$ cat config.mk
export PLATFORM = sky130hd
export DESIGN_NAME = pio_strobe_timer
export DESIGN_NICKNAME = d
export VERILOG_FILES = /design/src/rtl/pio_tmg_pkg.sv /design/src/rtl/pio_port_regs.sv /design/src/rtl/pio_phase_fsm.sv /design/src/rtl/pio_strobe_timer.sv
export SDC_FILE = /design/constraint.sdc
export NUM_CORES = 1
export LEC_CHECK = 0
export ABC_AREA = 1
export BUFFER_PORTS_ARGS = -buffer_cell sky130_fd_sc_hd__buf_4
export CAP_MARGIN = 40
export CORE_UTILIZATION = 45
export CTS_CLUSTER_SIZE = 24
export DETAILED_ROUTE_END_ITERATION = 10
export SLEW_MARGIN = 10
export SYNTH_ARGS = -nofsm -noshare
export SYNTH_HDL_FRONTEND = slang
export SYNTH_SLANG_ARGS = --single-unit
$ cat constraint.sdc
create_clock -name clk -period 5.45 [get_ports clk]
set_input_delay 0.545 -clock clk [delete_from_list [all_inputs] [get_ports clk]]
set_output_delay 0.545 -clock clk [all_outputs]
set_load 0.005 [all_outputs]
$ cat src/rtl/pio_tmg_pkg.sv
package pio_tmg_pkg;

  localparam int CNT_W = 5;
  typedef logic [CNT_W-1:0] cnt_t;

  typedef enum logic [1:0] {
    PH_IDLE   = 2'd0,
    PH_ACTIVE = 2'd1,
    PH_RECOV  = 2'd2
  } phase_e;

  typedef struct packed {
    cnt_t act;
    cnt_t rec;
  } tmg_t;

  function automatic int clamp_i(input int v, input int lo, input int hi);
    if (v < lo) return lo;
    if (v > hi) return hi;
    return v;
  endfunction

  // Complemented nibble encoding to clock counts, per variant and bus range
  function automatic tmg_t decode_tmg(input logic [7:0] b, input logic dual,
                                      input logic slow);
    int   a;
    int   r;
    tmg_t t;
    if (dual) begin
      a = clamp_i(17 - int'(b[3:0]), 2, 17);
      r = clamp_i(15 - int'(b[7:4]), 2, 15);
    end else if (slow) begin
      a = clamp_i(9 - int'(b[2:0]), 2, 9);
      r = clamp_i(15 - int'(b[7:4]), 0, 15);
    end else begin
      a = clamp_i(8 - int'(b[2:0]), 1, 8);
      r = clamp_i(18 - int'(b[7:4]), 3, 18);
    end
    t.act = cnt_t'(a);
    t.rec = cnt_t'(r);
    return t;
  endfunction

endpackage

$ cat src/rtl/pio_port_regs.sv
module pio_port_regs #(
  parameter logic [7:0] BASE_ADDR = 8'h30,
  parameter bit         DUAL      = 1'b1,
  parameter bit         PRI_IDE   = 1'b1,
  parameter bit         SGL_OFF   = 1'b0,
  parameter int         N_TMR     = 4
) (
  input  logic                clk,
  input  logic                rst_n,
  input  logic                bus_slow_pin,
  input  logic                io_rd,
  input  logic                io_wr,
  input  logic [7:0]          io_addr,
  input  logic [7:0]          io_wdata,
  output logic [7:0]          io_rdata,
  output logic [N_TMR-1:0][7:0] tmr_q,
  output logic                pri_only,
  output logic                slow_bus
);

  localparam logic [4:0] BASE_MID  = BASE_ADDR[6:2];
  localparam logic       BASE_HI   = BASE_ADDR[7];
  localparam logic [7:0] RST_TMG   = DUAL ? 8'h00 : 8'h08;
  localparam logic [7:0] FORCE_SET = DUAL ? 8'h00 : 8'h08;
  localparam logic [3:0] ID_NIB    = DUAL ? 4'b1010 : 4'b1100;
  localparam logic       CFG_B3    = DUAL ? 1'b1 : SGL_OFF;
  localparam int         IDX_W     = $clog2(N_TMR);

  logic             mid_hit, tmr_hit, cfg_hit, ctl_hit;
  logic [IDX_W-1:0] tmr_idx;
  logic [7:0]       ctl_q;
  logic             slow_q;
  logic [7:0]       cfg_byte;

  assign mid_hit = (io_addr[6:2] == BASE_MID);
  assign tmr_hit = mid_hit && !io_addr[0] && (DUAL || !io_addr[1]);
  assign cfg_hit = mid_hit && (io_addr[1:0] == 2'b01) && (io_addr[7] == BASE_HI);
  assign ctl_hit = DUAL && mid_hit && (io_addr[1:0] == 2'b11) && (io_addr[7] == BASE_HI);
  assign tmr_idx = IDX_W'({io_addr[1], io_addr[7]});

  genvar gi;
  generate
    for (gi = 0; gi < N_TMR; gi++) begin : g_tmr
      always_ff @(posedge clk) begin
        if (!rst_n)
          tmr_q[gi] <= RST_TMG;
        else if (io_wr && tmr_hit && (tmr_idx == IDX_W'(gi)))
          tmr_q[gi] <= io_wdata | FORCE_SET;
      end
    end
  endgenerate

  always_ff @(posedge clk) begin
    if (!rst_n) begin
      ctl_q  <= 8'h00;
      slow_q <= bus_slow_pin;
    end else if (io_wr && ctl_hit) begin
      ctl_q  <= io_wdata;
    end
  end

  assign cfg_byte = {ID_NIB, CFG_B3, slow_q, BASE_HI, PRI_IDE};

  always_comb begin
    io_rdata = 8'hFF;
    if (io_rd) begin
      if (tmr_hit)      io_rdata = tmr_q[tmr_idx];
      else if (cfg_hit) io_rdata = cfg_byte;
      else if (ctl_hit) io_rdata = ctl_q;
    end
  end

  assign pri_only = ctl_q[0];
  assign slow_bus = slow_q;

endmodule

$ cat src/rtl/pio_phase_fsm.sv
module pio_phase_fsm
  import pio_tmg_pkg::*;
(
  input  logic   clk,
  input  logic   rst_n,
  input  logic   req,
  input  logic   dir_wr,
  input  logic   dev_rdy,
  input  tmg_t   tmg,
  output logic   start,
  output phase_e phase,
  output logic   busy,
  output logic   rd_stb,
  output logic   wr_stb
);

  cnt_t cnt_q;
  cnt_t rec_q;
  logic dir_q;

  assign start = req && (phase == PH_IDLE);

  always_ff @(posedge clk) begin
    if (!rst_n) begin
      phase <= PH_IDLE;
      cnt_q <= '0;
      rec_q <= '0;
      dir_q <= 1'b0;
    end else begin
      unique case (phase)
        PH_IDLE: begin
          if (req) begin
            phase <= PH_ACTIVE;
            cnt_q <= tmg.act - cnt_t'(1);
            rec_q <= tmg.rec;
            dir_q <= dir_wr;
          end
        end
        PH_ACTIVE: begin
          if (cnt_q != '0) begin
            cnt_q <= cnt_q - cnt_t'(1);
          end else if (dev_rdy) begin
            if (rec_q == '0) begin
              phase <= PH_IDLE;
            end else begin
              phase <= PH_RECOV;
              cnt_q <= rec_q - cnt_t'(1);
            end
          end
        end
        PH_RECOV: begin
          if (cnt_q != '0) cnt_q <= cnt_q - cnt_t'(1);
          else             phase <= PH_IDLE;
        end
        default: phase <= PH_IDLE;
      endcase
    end
  end

  assign busy   = (phase != PH_IDLE);
  assign rd_stb = (phase == PH_ACTIVE) && !dir_q;
  assign wr_stb = (phase == PH_ACTIVE) && dir_q;

endmodule

$ cat src/rtl/pio_strobe_timer.sv
module pio_strobe_timer
  import pio_tmg_pkg::*;
#(
  parameter logic [7:0] BASE_ADDR = 8'h30,
  parameter bit         DUAL      = 1'b1,
  parameter bit         PRI_IDE   = 1'b1,
  parameter bit         SGL_OFF   = 1'b0
) (
  input  logic       clk,
  input  logic       rst_n,
  input  logic       bus_slow_pin,
  input  logic       io_rd,
  input  logic       io_wr,
  input  logic [7:0] io_addr,
  input  logic [7:0] io_wdata,
  output logic [7:0] io_rdata,
  input  logic       xfer_req,
  input  logic       xfer_wr,
  input  logic       xfer_port,
  input  logic       xfer_drive,
  output logic       xfer_busy,
  input  logic       dev_rdy,
  output logic       dev_rd_stb,
  output logic       dev_wr_stb
);

  localparam int   N_TMR   = 4;
  localparam logic BASE_HI = BASE_ADDR[7];

  logic [N_TMR-1:0][7:0] tmr_q;
  logic                  pri_only;
  logic                  slow_bus;
  logic                  eff_chan;
  logic [1:0]            sel_idx;
  tmg_t                  sel_tmg;
  logic                  start;
  phase_e                phase;

  pio_port_regs #(
    .BASE_ADDR(BASE_ADDR), .DUAL(DUAL), .PRI_IDE(PRI_IDE),
    .SGL_OFF(SGL_OFF), .N_TMR(N_TMR)
  ) u_regs (
    .clk(clk), .rst_n(rst_n), .bus_slow_pin(bus_slow_pin),
    .io_rd(io_rd), .io_wr(io_wr), .io_addr(io_addr), .io_wdata(io_wdata),
    .io_rdata(io_rdata), .tmr_q(tmr_q), .pri_only(pri_only), .slow_bus(slow_bus)
  );

  // Timer channel: drive number when only the primary port is used, else port
  assign eff_chan = DUAL ? (pri_only ? xfer_drive : xfer_port) : 1'b0;
  assign sel_idx  = {eff_chan, BASE_HI};

  always_comb sel_tmg = decode_tmg(tmr_q[sel_idx], DUAL, slow_bus);

  pio_phase_fsm u_fsm (
    .clk(clk), .rst_n(rst_n), .req(xfer_req), .dir_wr(xfer_wr),
    .dev_rdy(dev_rdy), .tmg(sel_tmg), .start(start), .phase(phase),
    .busy(xfer_busy), .rd_stb(dev_rd_stb), .wr_stb(dev_wr_stb)
  );

endmodule

### Word level (Yosys, flattened, before mapping)

Cells that the tools add are included.

* flip-flop bits (word level): 54
* bits in latches: 0
* memory bits (writable): 0
* memory bits (read-only): 0
* bits of input ports: 26
* output and inout port bits: 11
* logic and storage cells: 96
* memories kept: 0

* add/sub/neg operators: 5
* multiply operators: 0
* div/mod/pow operators: 0
* order comparisons: 6
* equality and inequality tests: 15
* shift-type cells: 0
* muxes and demuxes: 35
* bitwise operators: 1
* reductions and logical operators: 24

Operators with widths (number)
* 2-to-1 mux 8 bit: 7
* 2-to-1 mux 5 bit: 10
* binary-select mux 8 bit (select 2 bit): 1
* one-hot mux 5 bit (3 select lines): 1
* subtractor 5 x 1 -> 5 bit (second input constant): 3
* 2-to-1 mux 2 bit: 7
* logical AND 1 bit: 13
* equality test 2 bit (second input constant): 4
* inequality test 2 bit (second input constant): 4
* 2-to-1 mux 1 bit: 7
* equality test 2 x 1 -> 1 bit (second input constant): 3
* greater-than comparator 6 bit (second input constant): 1
* < comparator 2 x 3 -> 1 bit (second input constant): 2
* < comparator 6 x 3 -> 1 bit (second input constant): 1
* one-hot mux 2 bit (3 select lines): 1
* subtractor 5 x 4 -> 6 bit (first input constant): 1
* equality test 5 x 4 -> 1 bit (second input constant): 1
* greater-than comparator 5 bit (second input constant): 1
* zero test 5 bit: 1
* < comparator 5 x 3 -> 1 bit (second input constant): 1
* AND reduction 5 bit: 1
* nonzero test 5 bit: 1
* subtractor 4 x 4 -> 5 bit (first input constant): 1
* zero test 2 bit: 2
* 10 further kinds: 11

### Depth between registers and ports, before layout

* depth in word-level cells: 12
* mapped depth: 17

### Hierarchy

Synthesis repeated with hierarchy kept, for this count alone.

* cell total of the unflattened synthesis: 536
* area, all modules: 3403.3 um2

By module, submodules not included
* pio_port_regs: instances 1, cells each 330, area each 2178.3 um2, seq. area each 830.8 um2
* pio_phase_fsm: instances 1, cells each 155, area each 989.7 um2, seq. area each 260.2 um2
* pio_strobe_timer: instances 1, cells each 51, area each 235.2 um2, seq. area each 0.0 um2

### Least setup slack after synthesis

Ideal clock, no wire load.

* kind: input port to flip-flop
* start point: in xfer_drive
* end point: reg u_fsm.cnt_q[4]
* arrival time: 2079 ps
* required time: 5380 ps
* path slack: 3301 ps
* stages: 15
* path through: nand2_2 nand2_2 nand2_1 nand2_2 ha_1 inv_1 nand3_1 nand2_1 nand2_1 nand2_2 ha_1 inv_1 o21ai_0 o211ai_1 a21oi_1

* word-level cells in the longest chain between the ends: 12

RTL lines
* start, declared: line pio_strobe_timer.sv:20 `input logic xfer_drive,`
* 2-to-1 mux 1 bit (*): line pio_strobe_timer.sv:49 `assign eff_chan = DUAL ? (pri_only ? xfer_drive : xfer_port) : 1'b0;`
* 2-to-1 mux 8 bit (implied by the code) (*) (2 in series): line pio_strobe_timer.sv:52 `always_comb sel_tmg = decode_tmg(tmr_q[sel_idx], DUAL, slow_bus);`
* subtractor 5 x 4 -> 6 bit (*): line pio_tmg_pkg.sv:30 `a = clamp_i(17 - int'(b[3:0]), 2, 17);`
* greater-than comparator 6 bit or < comparator 6 x 3 -> 1 bit (tied branches): line pio_tmg_pkg.sv:19, pio_tmg_pkg.sv:18
* 2-to-1 mux 1 bit or 2-to-1 mux 2 bit (tied branches): line pio_tmg_pkg.sv:19, pio_tmg_pkg.sv:18
* 2-to-1 mux 1 bit or 2-to-1 mux 5 bit (tied branches): line pio_tmg_pkg.sv:19 `if (v > hi) return hi;`
* 2-to-1 mux 5 bit: line pio_tmg_pkg.sv:20 `return v;`
* 2-to-1 mux 5 bit (*): line pio_tmg_pkg.sv:19
* subtractor 5 x 1 -> 5 bit (*): line pio_phase_fsm.sv:34 `cnt_q <= tmg.act - cnt_t'(1);`
* 2-to-1 mux 5 bit (*): line pio_phase_fsm.sv:32 `if (req) begin`
* one-hot mux 5 bit (3 select lines) (*): line pio_phase_fsm.sv:30 `unique case (phase)`
* end signal, assigned: line pio_phase_fsm.sv:34
* end signal, assigned: line pio_phase_fsm.sv:41 `cnt_q <= cnt_q - cnt_t'(1);`
* end signal, assigned: line pio_phase_fsm.sv:47 `cnt_q <= rec_q - cnt_t'(1);`
* end, declared: line pio_phase_fsm.sv:17 `cnt_t cnt_q;`

Mark *: on every way between the ends. The rest lies on a longest branch, timed or not. The select of a mux whose other input is x is not followed.
A chain may end at the register's enable or synchronous reset.

### Worst setup path in the final report

* start point: reg u_regs.ctl_q[0]
* end point: reg u_fsm.cnt_q[4]

* word-level cells in the longest chain between the ends: 12

RTL lines
* start, declared: line pio_port_regs.sv:31 `logic [7:0] ctl_q;`
* start signal, assigned: line pio_port_regs.sv:58 `ctl_q <= io_wdata;`
* 2-to-1 mux 1 bit (*): line pio_strobe_timer.sv:49
* 2-to-1 mux 8 bit (implied by the code) (*) (2 in series): line pio_strobe_timer.sv:52
* subtractor 5 x 4 -> 6 bit (*): line pio_tmg_pkg.sv:30
* greater-than comparator 6 bit or < comparator 6 x 3 -> 1 bit (tied branches): line pio_tmg_pkg.sv:19, pio_tmg_pkg.sv:18
* 2-to-1 mux 1 bit or 2-to-1 mux 2 bit (tied branches): line pio_tmg_pkg.sv:19, pio_tmg_pkg.sv:18
* 2-to-1 mux 1 bit or 2-to-1 mux 5 bit (tied branches): line pio_tmg_pkg.sv:19
* 2-to-1 mux 5 bit: line pio_tmg_pkg.sv:20
* 2-to-1 mux 5 bit (*): line pio_tmg_pkg.sv:19
* subtractor 5 x 1 -> 5 bit (*): line pio_phase_fsm.sv:34
* 2-to-1 mux 5 bit (*): line pio_phase_fsm.sv:32
* one-hot mux 5 bit (3 select lines) (*): line pio_phase_fsm.sv:30

Marks and branches as above.

==> summary by stage <==
Status
The flow ran to the end, and the final reports show no timing, DRC or antenna violations.

Critical path
For the worst setup path, the data required time is 5.69 ns. Along the worst path, the maximum fanout reaches 12. STA classifies the critical path startpoint as a flip-flop. For the worst setup path, the data arrival time is 2.67 ns. STA classifies the critical path endpoint as a flip-flop.

The category of the critical setup timing path is flip-flop to flip-flop.

Cells and area
The finished cells cover 3410 um^2. The number of non-filler instances in the completed layout is 546. The final core utilization is 53.6%. The number of antenna diodes is 0. The number of fill cells in the layout is 663. The share of cells above drive strength 1 is 15.8%.

From synthesis to final layout, the design area changed by 14.8%. For this run, the post-layout net count is 503.

Clock network
The number of clock buffers added by TritonCTS is 5. TritonCTS built the clock tree. The buffer count from post-CTS setup fixing is 0. The tree built by TritonCTS fans out to 53 sinks. The clock-pin slew of the registers on the worst-case setup and hold paths is 0.10 ns. In this run, post-CTS hold repair placed 0 buffers.

The clock latency on the worst-skew pair is 0.30 ns. The library cell used as clock root buffer is sky130_fd_sc_hd__clkbuf_8. The buffer depth of the longest clock path is 2.

After clock tree synthesis, the repair step resized 0 gates. The clock tree synthesis step divided the H-tree into 2 levels.

Placement
The placer's final routability congestion estimate is 0.818. Input and output buffers added on the ports amount to 36. Timing analysis after detailed placement gives a worst setup slack of 2.81 ns.

The total cell area at the placement stage is 3280 um^2. The placed instance count is 538. Summed over all nets, the half-perimeter wirelength after detailed placement is 5710 um.

Power
The share of power burned in registers is 39.0%. The maximum ir drop on the vdd rail is 0.281 mV. The net switching share of the total power is 36.5%. The share of total power dissipated in the clock network is 25.1%. The leakage power summed over all cells is 1.50 nW. The power per standard cell area is 344 nW/um^2. The switching component of the power is 0.427 mW.

The proportion of power drawn by combinational gates is 35.9%. The internal power of the cells is 0.744 mW. After layout, the design draws a total of 1.17 mW.

Global route
For met3 alone, demand over resource in global routing was 2.98%. For this run, global-route usage on met1 was measured as 34.4%. The global-route met2 utilization is 35.0%. The global router's overall resource usage is 23.2%. The initial antenna violation count is 0. The most used routing layer in global routing is met2. Summed over all layers, the global routing overflow is 0. The via count of the first global-routing pass is 2644. The first global-routing pass estimated 13000 um of wire. The maximum number of pins on one net before global-route repair is 50.

Logic synthesis
The number of enable flip-flop cells after synthesis is 1. The most used flip-flop cell after synthesis is sky130_fd_sc_hd__dfxtp_1. The area share of the largest cell type after synthesis is 35.1%.

Ranked by total cell area, the synthesized netlist is headed by sky130_fd_sc_hd__dfxtp_1 35%, sky130_fd_sc_hd__o21ai_0 15%, sky130_fd_sc_hd__nor2_1 8.3%. Of the total synthesized cell area, the portion taken by AND, OR, NAND and NOR gates is 25.3%. The mean area per synthesized cell is 6.81 um^2. Counting every net in the synthesized netlist gives 471. The distinct cell type count after synthesis is 35. Of all flip-flops after synthesis, the portion carrying an async set or reset was 0%. After synthesis the cells add up to 2970 um^2.

The synthesized netlist devotes 24.2% of its cell area to compound gates. The share of cell area taken by muxes after synthesis is 0%. The biggest area contributor in the post-synthesis netlist is sky130_fd_sc_hd__dfxtp_1. Synthesis produced a netlist whose cell count is 436. Of the total synthesized cell area, the portion taken by full adders, half adders and majority gates is 3.79%. By instance count, the leading cell after synthesis is sky130_fd_sc_hd__o21ai_0.

Synthesis inferred 53 register bits. Summing the areas of all xor and xnor instances in the mapped netlist gives 0.295% of the synthesized area. For this run, the number of Yosys warnings is 0. The largest family of logic cells by synthesized area is simple AND/OR/NAND/NOR gates. By count the netlist is led by 88 x sky130_fd_sc_hd__o21ai_0, 66 x sky130_fd_sc_hd__nor2_1, 57 x sky130_fd_sc_hd__inv_1.

The share of the yosys chip area belonging to registers is 36.1%.

Floorplanning
The core region is 6350 um^2. The initialized floorplan defines 29 standard-cell rows. The floorplan die area is 6920 um^2.

The vertical extent of the die is 83.2 um. The number of primary I/O pins is 37. In this run the horizontal extent of the chip is 83.2 um. The starting density of the core is 46.7%.

STA
The number of failing hold endpoints at the final stage is 0. The number of pins with negative max-slew slack in the final report is 0. The worst slew margin relative to its limit is 70.1%. The worst clock skew is 0.00986 ns. The tightest hold path in the finished design has a slack of 0.433 ns. The worst path uses 44.6% of the clock period. The slew at the pin closest to its max-slew limit is 0.444 ns.

Static timing analysis puts the maximum clock frequency at 412 MHz. The final-report setup violation count is 0. The setup TNS is 0 ns. Setup repair after global routing left no endpoint under its margin. The post-layout minimum cycle time is 2.43 ns. Setup slack on the critical path of the routed design comes to 3.02 ns.

Drt
The wire length per cell after detailed routing is 14.2 um. The count of unresolved DRC violations after routing is 0. The total number of vias is 2879. Dividing the detail-routed via count by the number of cells gives 5.27. The first-iteration detailed-routing DRC count is 179. In this run the remaining antenna-violating nets after routing total 0. The first detailed-routing pass took 5 iterations. The total wire length after detailed routing is 7740 um.

Job
The tool flagged a number of max-cap violations equal to 0.

Min path
The tightest min-delay check is of the input port to flip-flop type.
[routing by layer]
layer  up-vias  share of wire, %  wire [um]
li1       1495                 -          -
met1      1281                50       3910
met2        93                41       3180
met3        10               6.5        505
met4         0               1.9        150
met5         -                 0          0
[power by group through the flow]
| stage | sequential (mW) | combinational, mW | clock, mW |
|---|---|---|---|
| after detailed placement | 0.464 | 0.418 | 0 |
| after floorplan | 0.455 | 0.310 | 0 |
| after global routing | 0.462 | 0.478 | 0.315 |
| after global placement | 0.464 | 0.416 | 0 |
| after CTS | 0.456 | 0.420 | 0.303 |
| final | 0.457 | 0.421 | 0.294 |
[worst paths after layout]
check / slack (ns) / from / to / cells past startpoint
max reg2reg: 3.02 / u_regs.ctl_q[0] / u_fsm.cnt_q[4] / 16
min: 0.43 / bus_slow_pin / u_regs.slow_bus / 1
min reg2reg: 0.49 / u_regs.tmr_q[5] / u_regs.tmr_q[5] / 2
max: 3.02 / u_regs.ctl_q[0] / u_fsm.cnt_q[4] / 16
[layout make-up]
type,count,area (um^2),share of cell area (%)
clock buffers,6,93.8,2.76
clock inverters,2,35.0,1.03
inverters,65,249,7.31
multi-input cells,307,1590,46.7
flip-flops and latches,53,1070,31.4
well taps,77,96.3,2.83
repair buffers,36,270,7.94
[cell usage in the layout, fill, tap and decap left out]
cell type,synthesis,routed
sky130_fd_sc_hd__o21ai_0,88,88
sky130_fd_sc_hd__nor2_1,66,66
sky130_fd_sc_hd__inv_1,57,57
sky130_fd_sc_hd__dfxtp_1,52,52
sky130_fd_sc_hd__nand2_1,43,43
sky130_fd_sc_hd__buf_4,0,36
sky130_fd_sc_hd__a21oi_1,29,29
sky130_fd_sc_hd__nand3_1,26,26
sky130_fd_sc_hd__ha_1,9,9
sky130_fd_sc_hd__nand2_2,8,8
sky130_fd_sc_hd__inv_2,6,6
sky130_fd_sc_hd__nor2_4,6,6
sky130_fd_sc_hd__o21ai_1,5,5
sky130_fd_sc_hd__clkbuf_8,0,5
sky130_fd_sc_hd__a22o_1,3,3
sky130_fd_sc_hd__nor3_1,3,3
sky130_fd_sc_hd__nor2_2,3,3
sky130_fd_sc_hd__a31oi_1,3,3
sky130_fd_sc_hd__inv_4,2,2
sky130_fd_sc_hd__a211oi_1,2,2
sky130_fd_sc_hd__o211ai_1,2,2
sky130_fd_sc_hd__nand2_4,1,1
sky130_fd_sc_hd__nand3_4,1,1
sky130_fd_sc_hd__nand4_1,1,1
sky130_fd_sc_hd__nand3_2,1,1
sky130_fd_sc_hd__nor3_2,1,1
sky130_fd_sc_hd__o221ai_1,1,1
sky130_fd_sc_hd__o22ai_1,1,1
sky130_fd_sc_hd__o31ai_1,1,1
sky130_fd_sc_hd__xnor2_1,1,1
sky130_fd_sc_hd__and2_1,1,1
sky130_fd_sc_hd__a21oi_2,1,1
sky130_fd_sc_hd__bufinv_16,0,1
sky130_fd_sc_hd__clkinv_2,0,1
sky130_fd_sc_hd__clkbuf_16,0,1
sky130_fd_sc_hd__edfxtp_1,1,1
[critical path: stages (launching register included)]
cell and delay, ns:
sky130_fd_sc_hd__dfxtp_1 0.41, sky130_fd_sc_hd__inv_2 0.08, sky130_fd_sc_hd__nand2_4 0.08, sky130_fd_sc_hd__nand2_2 0.14, sky130_fd_sc_hd__nand2_1 0.12, sky130_fd_sc_hd__nand2_2 0.10, sky130_fd_sc_hd__ha_1 0.33, sky130_fd_sc_hd__inv_1 0.11
sky130_fd_sc_hd__nand3_1 0.12, sky130_fd_sc_hd__nand2_1 0.08, sky130_fd_sc_hd__nand2_1 0.06, sky130_fd_sc_hd__nand2_2 0.09, sky130_fd_sc_hd__ha_1 0.14, sky130_fd_sc_hd__inv_1 0.06, sky130_fd_sc_hd__o21ai_0 0.18, sky130_fd_sc_hd__o211ai_1 0.11
sky130_fd_sc_hd__a21oi_1 0.14
[registers in the layout, indices dropped and copies added (netlist names)]
register / cells
u_fsm.phase: 2
u_regs.ctl_q: 8
u_fsm.rec_q: 4
u_fsm.cnt_q: 5
u_regs.tmr_q: 32
u_fsm.dir_q: 1
u_regs.slow_bus: 1
[cells by family after synthesis]
family	Yosys count
AO/OA/AOI/OAI	136
XOR/XNOR	1
adder cells (fa/ha/maj)	9
buffers and inverters	76
flip-flops	53
AND/OR/NAND/NOR	161
Note: power is estimated with default switching activity, not from simulation.
